==> config.mk <==
export PLATFORM = sky130hd
export DESIGN_NAME = irq_route_regs
export DESIGN_NICKNAME = d
export VERILOG_FILES = /design/src/rtl/irq_route_regs.sv
export SDC_FILE = /design/constraint.sdc
export NUM_CORES = 1
export LEC_CHECK = 0
export ABC_AREA = 1
export BUFFER_PORTS_ARGS = -buffer_cell sky130_fd_sc_hd__buf_2
export CAP_MARGIN = 10
export CORE_AREA = 2 2 236 238
export CTS_CLUSTER_DIAMETER = 40
export CTS_CLUSTER_SIZE = 28
export DETAILED_ROUTE_END_ITERATION = 10
export DIE_AREA = 0 0 238 240
export PLACE_DENSITY = 0.62
export REMOVE_ABC_BUFFERS = 1
export SETUP_SLACK_MARGIN = 0.3
export SKIP_CTS_REPAIR_TIMING = 1
export SLEW_MARGIN = 20
export SYNTH_ARGS = -nofsm -noshare
export SYNTH_HDL_FRONTEND = slang
export SYNTH_SLANG_ARGS = --single-unit
export TNS_END_PERCENT = 30
==> constraint.sdc <==
create_clock -name clk -period 1.7 [get_ports clk]
set_input_delay 0.34 -clock clk [delete_from_list [all_inputs] [get_ports clk]]
set_output_delay 0.34 -clock clk [all_outputs]
set_load 0.005 [all_outputs]
==> src/rtl/irq_route_regs.sv <==
module irq_route_regs #(
  parameter int NUM_IRQS = 96,
  parameter int NUM_CPUS = 8
) (
  input  logic                                clk,
  input  logic                                rst_n,
  input  logic                                req_valid,
  input  logic                                req_write,
  input  logic [11:0]                         req_addr,
  input  logic [31:0]                         req_wdata,
  input  logic [2:0]                          req_cpu,
  input  logic [3:0]                          online_cpus,
  output logic                                rd_valid,
  output logic [31:0]                         rd_data,
  output logic                                dist_enable,
  output logic                                state_changed,
  output logic [NUM_CPUS*(NUM_IRQS-32)-1:0]   route_map
);

  localparam int NUM_SPI   = NUM_IRQS - 32;
  localparam int PRIV_WRDS = 8;
  localparam int TGT_WRDS  = NUM_IRQS / 4;

  logic [2:0] tgt [NUM_SPI];

  logic is_ctl, is_typ, is_tgt, is_priv, is_shared;
  logic do_wr, do_rd;
  int   widx;
  logic [31:0] rd_next;

  assign widx      = int'(req_addr[9:2]);
  assign is_ctl    = (req_addr[11:2] == 10'd0);
  assign is_typ    = (req_addr[11:2] == 10'd1);
  assign is_tgt    = (req_addr[11:10] == 2'b10);
  assign is_priv   = is_tgt && (widx < PRIV_WRDS);
  assign is_shared = is_tgt && (widx >= PRIV_WRDS) && (widx < TGT_WRDS);
  assign do_wr     = req_valid && req_write;
  assign do_rd     = req_valid && !req_write;

  function automatic logic [2:0] lowest_set(input logic [7:0] b);
    logic [2:0] idx;
    idx = 3'd0;
    for (int i = 7; i >= 0; i--)
      if (b[i]) idx = 3'(i);
    return idx;
  endfunction

  for (genvar j = 0; j < NUM_SPI; j++) begin : g_spi
    localparam int WORD = PRIV_WRDS + j / 4;
    localparam int LANE = j % 4;
    always_ff @(posedge clk or negedge rst_n) begin
      if (!rst_n)
        tgt[j] <= 3'd0;
      else if (do_wr && is_shared && widx == WORD)
        tgt[j] <= lowest_set(req_wdata[8*LANE +: 8]);
    end
    for (genvar c = 0; c < NUM_CPUS; c++) begin : g_cpu
      assign route_map[c*NUM_SPI + j] = (tgt[j] == 3'(c));
    end
  end

  always_comb begin
    rd_next = 32'd0;
    if (is_ctl)
      rd_next = {31'd0, dist_enable};
    else if (is_typ)
      rd_next = {24'd0, 3'(online_cpus - 4'd1), 5'(NUM_IRQS / 32 - 1)};
    else if (is_priv)
      rd_next = {4{8'd1 << req_cpu}};
    else if (is_shared) begin
      for (int j = 0; j < NUM_SPI; j++)
        if (PRIV_WRDS + j / 4 == widx)
          rd_next[8*(j%4) +: 8] = 8'd1 << tgt[j];
    end
  end

  always_ff @(posedge clk or negedge rst_n) begin
    if (!rst_n) begin
      rd_valid      <= 1'b0;
      rd_data       <= 32'd0;
      dist_enable   <= 1'b0;
      state_changed <= 1'b0;
    end else begin
      rd_valid      <= do_rd;
      if (do_rd) rd_data <= rd_next;
      if (do_wr && is_ctl) dist_enable <= req_wdata[0];
      state_changed <= do_wr && (is_ctl || is_shared);
    end
  end

  assert_rd_latency_R2: assert property (@(posedge clk) disable iff (!rst_n)
    do_rd |=> rd_valid);
  assert_no_spurious_rd_R2: assert property (@(posedge clk) disable iff (!rst_n)
    !do_rd |=> !rd_valid);
  assert_priv_readback_R6: assert property (@(posedge clk) disable iff (!rst_n)
    (do_rd && is_priv) |=> rd_data == {4{8'd1 << $past(req_cpu)}});
  assert_enable_hold_R7: assert property (@(posedge clk) disable iff (!rst_n)
    !(do_wr && is_ctl) |=> $stable(dist_enable));
  assert_strobe_source_R9: assert property (@(posedge clk) disable iff (!rst_n)
    !do_wr |=> !state_changed);
  assert_type_ro_R8: assert property (@(posedge clk) disable iff (!rst_n)
    (do_wr && is_typ) |=> !state_changed);

  for (genvar j = 0; j < NUM_SPI; j++) begin : g_chk
    logic [NUM_CPUS-1:0] col;
    for (genvar c = 0; c < NUM_CPUS; c++) begin : g_col
      assign col[c] = route_map[c*NUM_SPI + j];
    end
    assert_single_route_R5: assert property (@(posedge clk) disable iff (!rst_n)
      $countones(col) <= 1);
  end

endmodule

==> results.toml <==
[worst_setup_path]
worst_path_max_delay_cell = "dfrtp_1"
startpoint_type = "register"
reg2regPathDepth = 16
cpLargestDelayFamily = "simple AND/OR/NAND/NOR gates"
cp_data_required_time_ns = 2.19
rrSetupSlack_ns = -0.65
crit_type = "reg2reg"
cp_cell_sequence = "inv_2 > nor3_1 > buf_4 > nand3_2 > buf_6 > nand3_4 > o21ai_4 > nand4_1 > o21bai_1 > nand4_1 > o21bai_1 > nand2_1 > nand2_1 > nand2_1 > nand2_1 > nand2_1"
crit_fanout = 2
crit_buf_inv = 3
end_kind = "register"
cp_slowest_stage_delay_ns = 0.40
worstPathArrival_ns = 2.84
timing.rr.start = "tgt[186]$_DFFE_PN0P_"
cp_common_cell = "nand2_1"
r2r-end = "rd_data[13]$_DFFE_PN0P_"

[outcome]
outcome = "finished, violations left"
failed_checks = "negative setup slack"

[drt]
ant_nets = 0
viasPerCell = 5.436
first_iter_violations = 2667
drt_first_pass_iters = 6
wl_per_cell_um = 20.98
drc = 0
wl_mm = 105.1
vias = 27247

[timing]
maxSlewHeadroom_pct = 34.37
finalSetupViolations = 545
finalCritPeriodShare_pct = 138.3
hold_viol_final = 0
rsz0062_at_grt = "true"
skew_ns = 0.02346
worstMarginPinSlew_ns = 0.9763
max_freq_mhz = 425.3
min_period_ns = 2.351
fin_ws_ns = -0.6510
slew_viol_final = 0

[hold_path]
hold_path_end = "dist_enable$_DFFE_PN0P_"
worstHoldPathType = "in2reg"
holdCritStartpoint = "req_wdata[0]"
holdPathStages = 3

[pwr]
peakVddDrop_v = 0.0008511
leakagePower_nw = 18.05
total_power_w = 0.01755
powerDensity_nw_per_um2 = 501.6

[logic_synthesis]
synthCells = 2754
synthesis.area_um2 = 17060
yosysSeqAreaShare_pct = 33.30
synth_cell_types = 40
synth.avg_cell_area_um2 = 6.195
ys_ff_latch = 227
ys_warn_count = 0

[placed_design]
numPortBuffers = 598
dp_slack_ns = -0.9861
gp_congestion = 1.024
dp_hpwl_mm = 77.13

[run]
drv_cap = 0

[clock_tree]
cts_tree = "yes"
clk_latency_ns = 0.62
clockBufferDepth = 3
clk_pin_slew_ns = 0.05
cts-buffers-inserted = 53
cts_root_buf = "clkbuf_16"
clock_sinks = 227
cts.htree.levels = 2

[final_layout]
fin_nets = 4318
drive_above_1_share_pct = 54.84
syn2layout_area_growth_pct = 105.1
fillers = 4606
final_common_cell = "nand2_1"
mostFrequentLayoutCells = "nand2_1 (749), buf_4 (735), buf_2 (482)"

[floorplanning]
io_pins = 602
die_h_um = 240
rows = 86
die_area_um2 = 57120
die_w_um = 238
core-area_um2 = 54660
initial_core_util_pct = 31.21

[global_route]
antenna_found_initial = 3
grt_pass1_vias = 22974
grt_usage_pct = 32.04
grt_overflow = 0
grt_max_degree = 47
grt_pass1_wl_mm = 138.4
## sequential cells by signal, summed over array words and instances, names as in the netlist
name           count
tgt              192
rd_data           32
dist_enable        1
rd_valid           1
state_changed      1
## per-stage QoR
| stage | instances | area, um^2 | TNS, ns | util [%] | hold WS (ns) |
|---|---|---|---|---|---|
| floorplan | 2655 | 16570 | -139.38 | - | 0.04441 |
| global placement | 4728 | 26800 | -87.44 | 49.03 | 0.3008 |
| detailed placement | 4728 | 26800 | -93.36 | 49.03 | 0.3054 |
| CTS | 4826 | 28720 | -176.51 | 52.53 | -0.3349 |
| global route | 5011 | 34990 | -192.27 | 64.00 | 0.04013 |
| finish | 5012 | 34990 | -161.22 | 64.01 | 0.03322 |
## per-layer routing
layer	vias to the layer above	wire (um)	track usage, %
met1	12701	39690	41.89
met4	0	6930	16.33
li1	12203	-	-
met5	-	0	0
met3	441	10020	5.350
met2	1902	48510	51.14
## how the worst max path moves through the flow
| stage | startpoint | to | slack (ns) | depth (start not counted) |
|---|---|---|---|---|
| 5_1_grt | tgt[186]$_DFFE_PN0P_ | rd_data[13]$_DFFE_PN0P_ | -0.73 | 16 |
| 6_report | tgt[186]$_DFFE_PN0P_ | rd_data[13]$_DFFE_PN0P_ | -0.65 | 16 |
| 2_1_floorplan | req_addr[9] | tgt[10]$_DFFE_PN0P_ | -1.18 | 12 |
| 3_3_place_gp | req_addr[7] | rd_data[22]$_DFFE_PN0P_ | -0.97 | 17 |
| 3_5_place_dp | req_addr[7] | rd_data[2]$_DFFE_PN0P_ | -0.99 | 15 |
| 4_1_cts | tgt[97]$_DFFE_PN0P_ | route_map[223] | -0.71 | 5 |
## logic make-up (layout without fill, tap and decap cells)
logic type	Yosys count	in the layout	share of synthesized area [%]
flip-flops	227	227	33.30
XOR/XNOR	1	1	0.05135
adder cells (fa/ha/maj)	1	1	0.07333
buffers and inverters	443	1994	10.45
other	0	3	0
AO/OA/AOI/OAI	388	388	11.85
AND/OR/NAND/NOR	1694	1694	44.28
## worst register-to-register path, stage by stage (launching register included)
cell	delay (ns)
dfrtp_1	0.40
inv_2	0.07
nor3_1	0.04
buf_4	0.17
nand3_2	0.08
buf_6	0.13
nand3_4	0.09
o21ai_4	0.17
nand4_1	0.14
o21bai_1	0.26
nand4_1	0.21
o21bai_1	0.19
nand2_1	0.07
nand2_1	0.06
nand2_1	0.05
nand2_1	0.07
nand2_1	0.04
## power by group
group | leakage, nW | total, W | internal, W | switching, W
Sequential | 2.71 | 0.00544 | 0.00543 | 0.0000123
Combinational | 14.4 | 0.000944 | 0.000327 | 0.000617
Clock | 0.930 | 0.0112 | 0.00747 | 0.00369
## cell usage after synthesis (all sizes together)
| master | n | area, um^2 |
|---|---|---|
| nor4 | 17 | 131.4 |
| o31ai | 5 | 37.54 |
| nand3b | 7 | 52.55 |
| nand3 | 130 | 655.6 |
| inv | 343 | 1292 |
| a21boi | 1 | 7.510 |
| a21oi | 98 | 494.2 |
| o211ai | 8 | 70.06 |
| nand2 | 814 | 3131 |
| dfrtp | 227 | 5680 |
| o22ai | 8 | 50.05 |
| nand4 | 33 | 206.5 |
| clkinv | 1 | 3.750 |
| ha | 1 | 12.51 |
| or2 | 37 | 231.5 |
| nor3 | 461 | 2318 |
| a22oi | 2 | 15.01 |
| a31oi | 3 | 18.77 |
| nor2 | 195 | 827.1 |
| o21bai | 5 | 37.54 |
| xnor2 | 1 | 8.760 |
| o21ai | 258 | 1291 |
| clkbuf | 51 | 191.4 |
| buf | 48 | 295.3 |
## cell type report
cell class              count  area, um^2  share of cell area [%]
inverters                 344        1473                   4.209
clock inverters            31       404.1                   1.155
flip-flops and latches    227        5808                   16.60
clock buffers              67        1511                   4.320
multi-input cells        2084       12740                   36.43
diodes                      3       7.507                 0.02146
repair buffers           1552       12160                   34.75
well taps                 704       880.8                   2.518
Power figures use the tool's default switching activity.
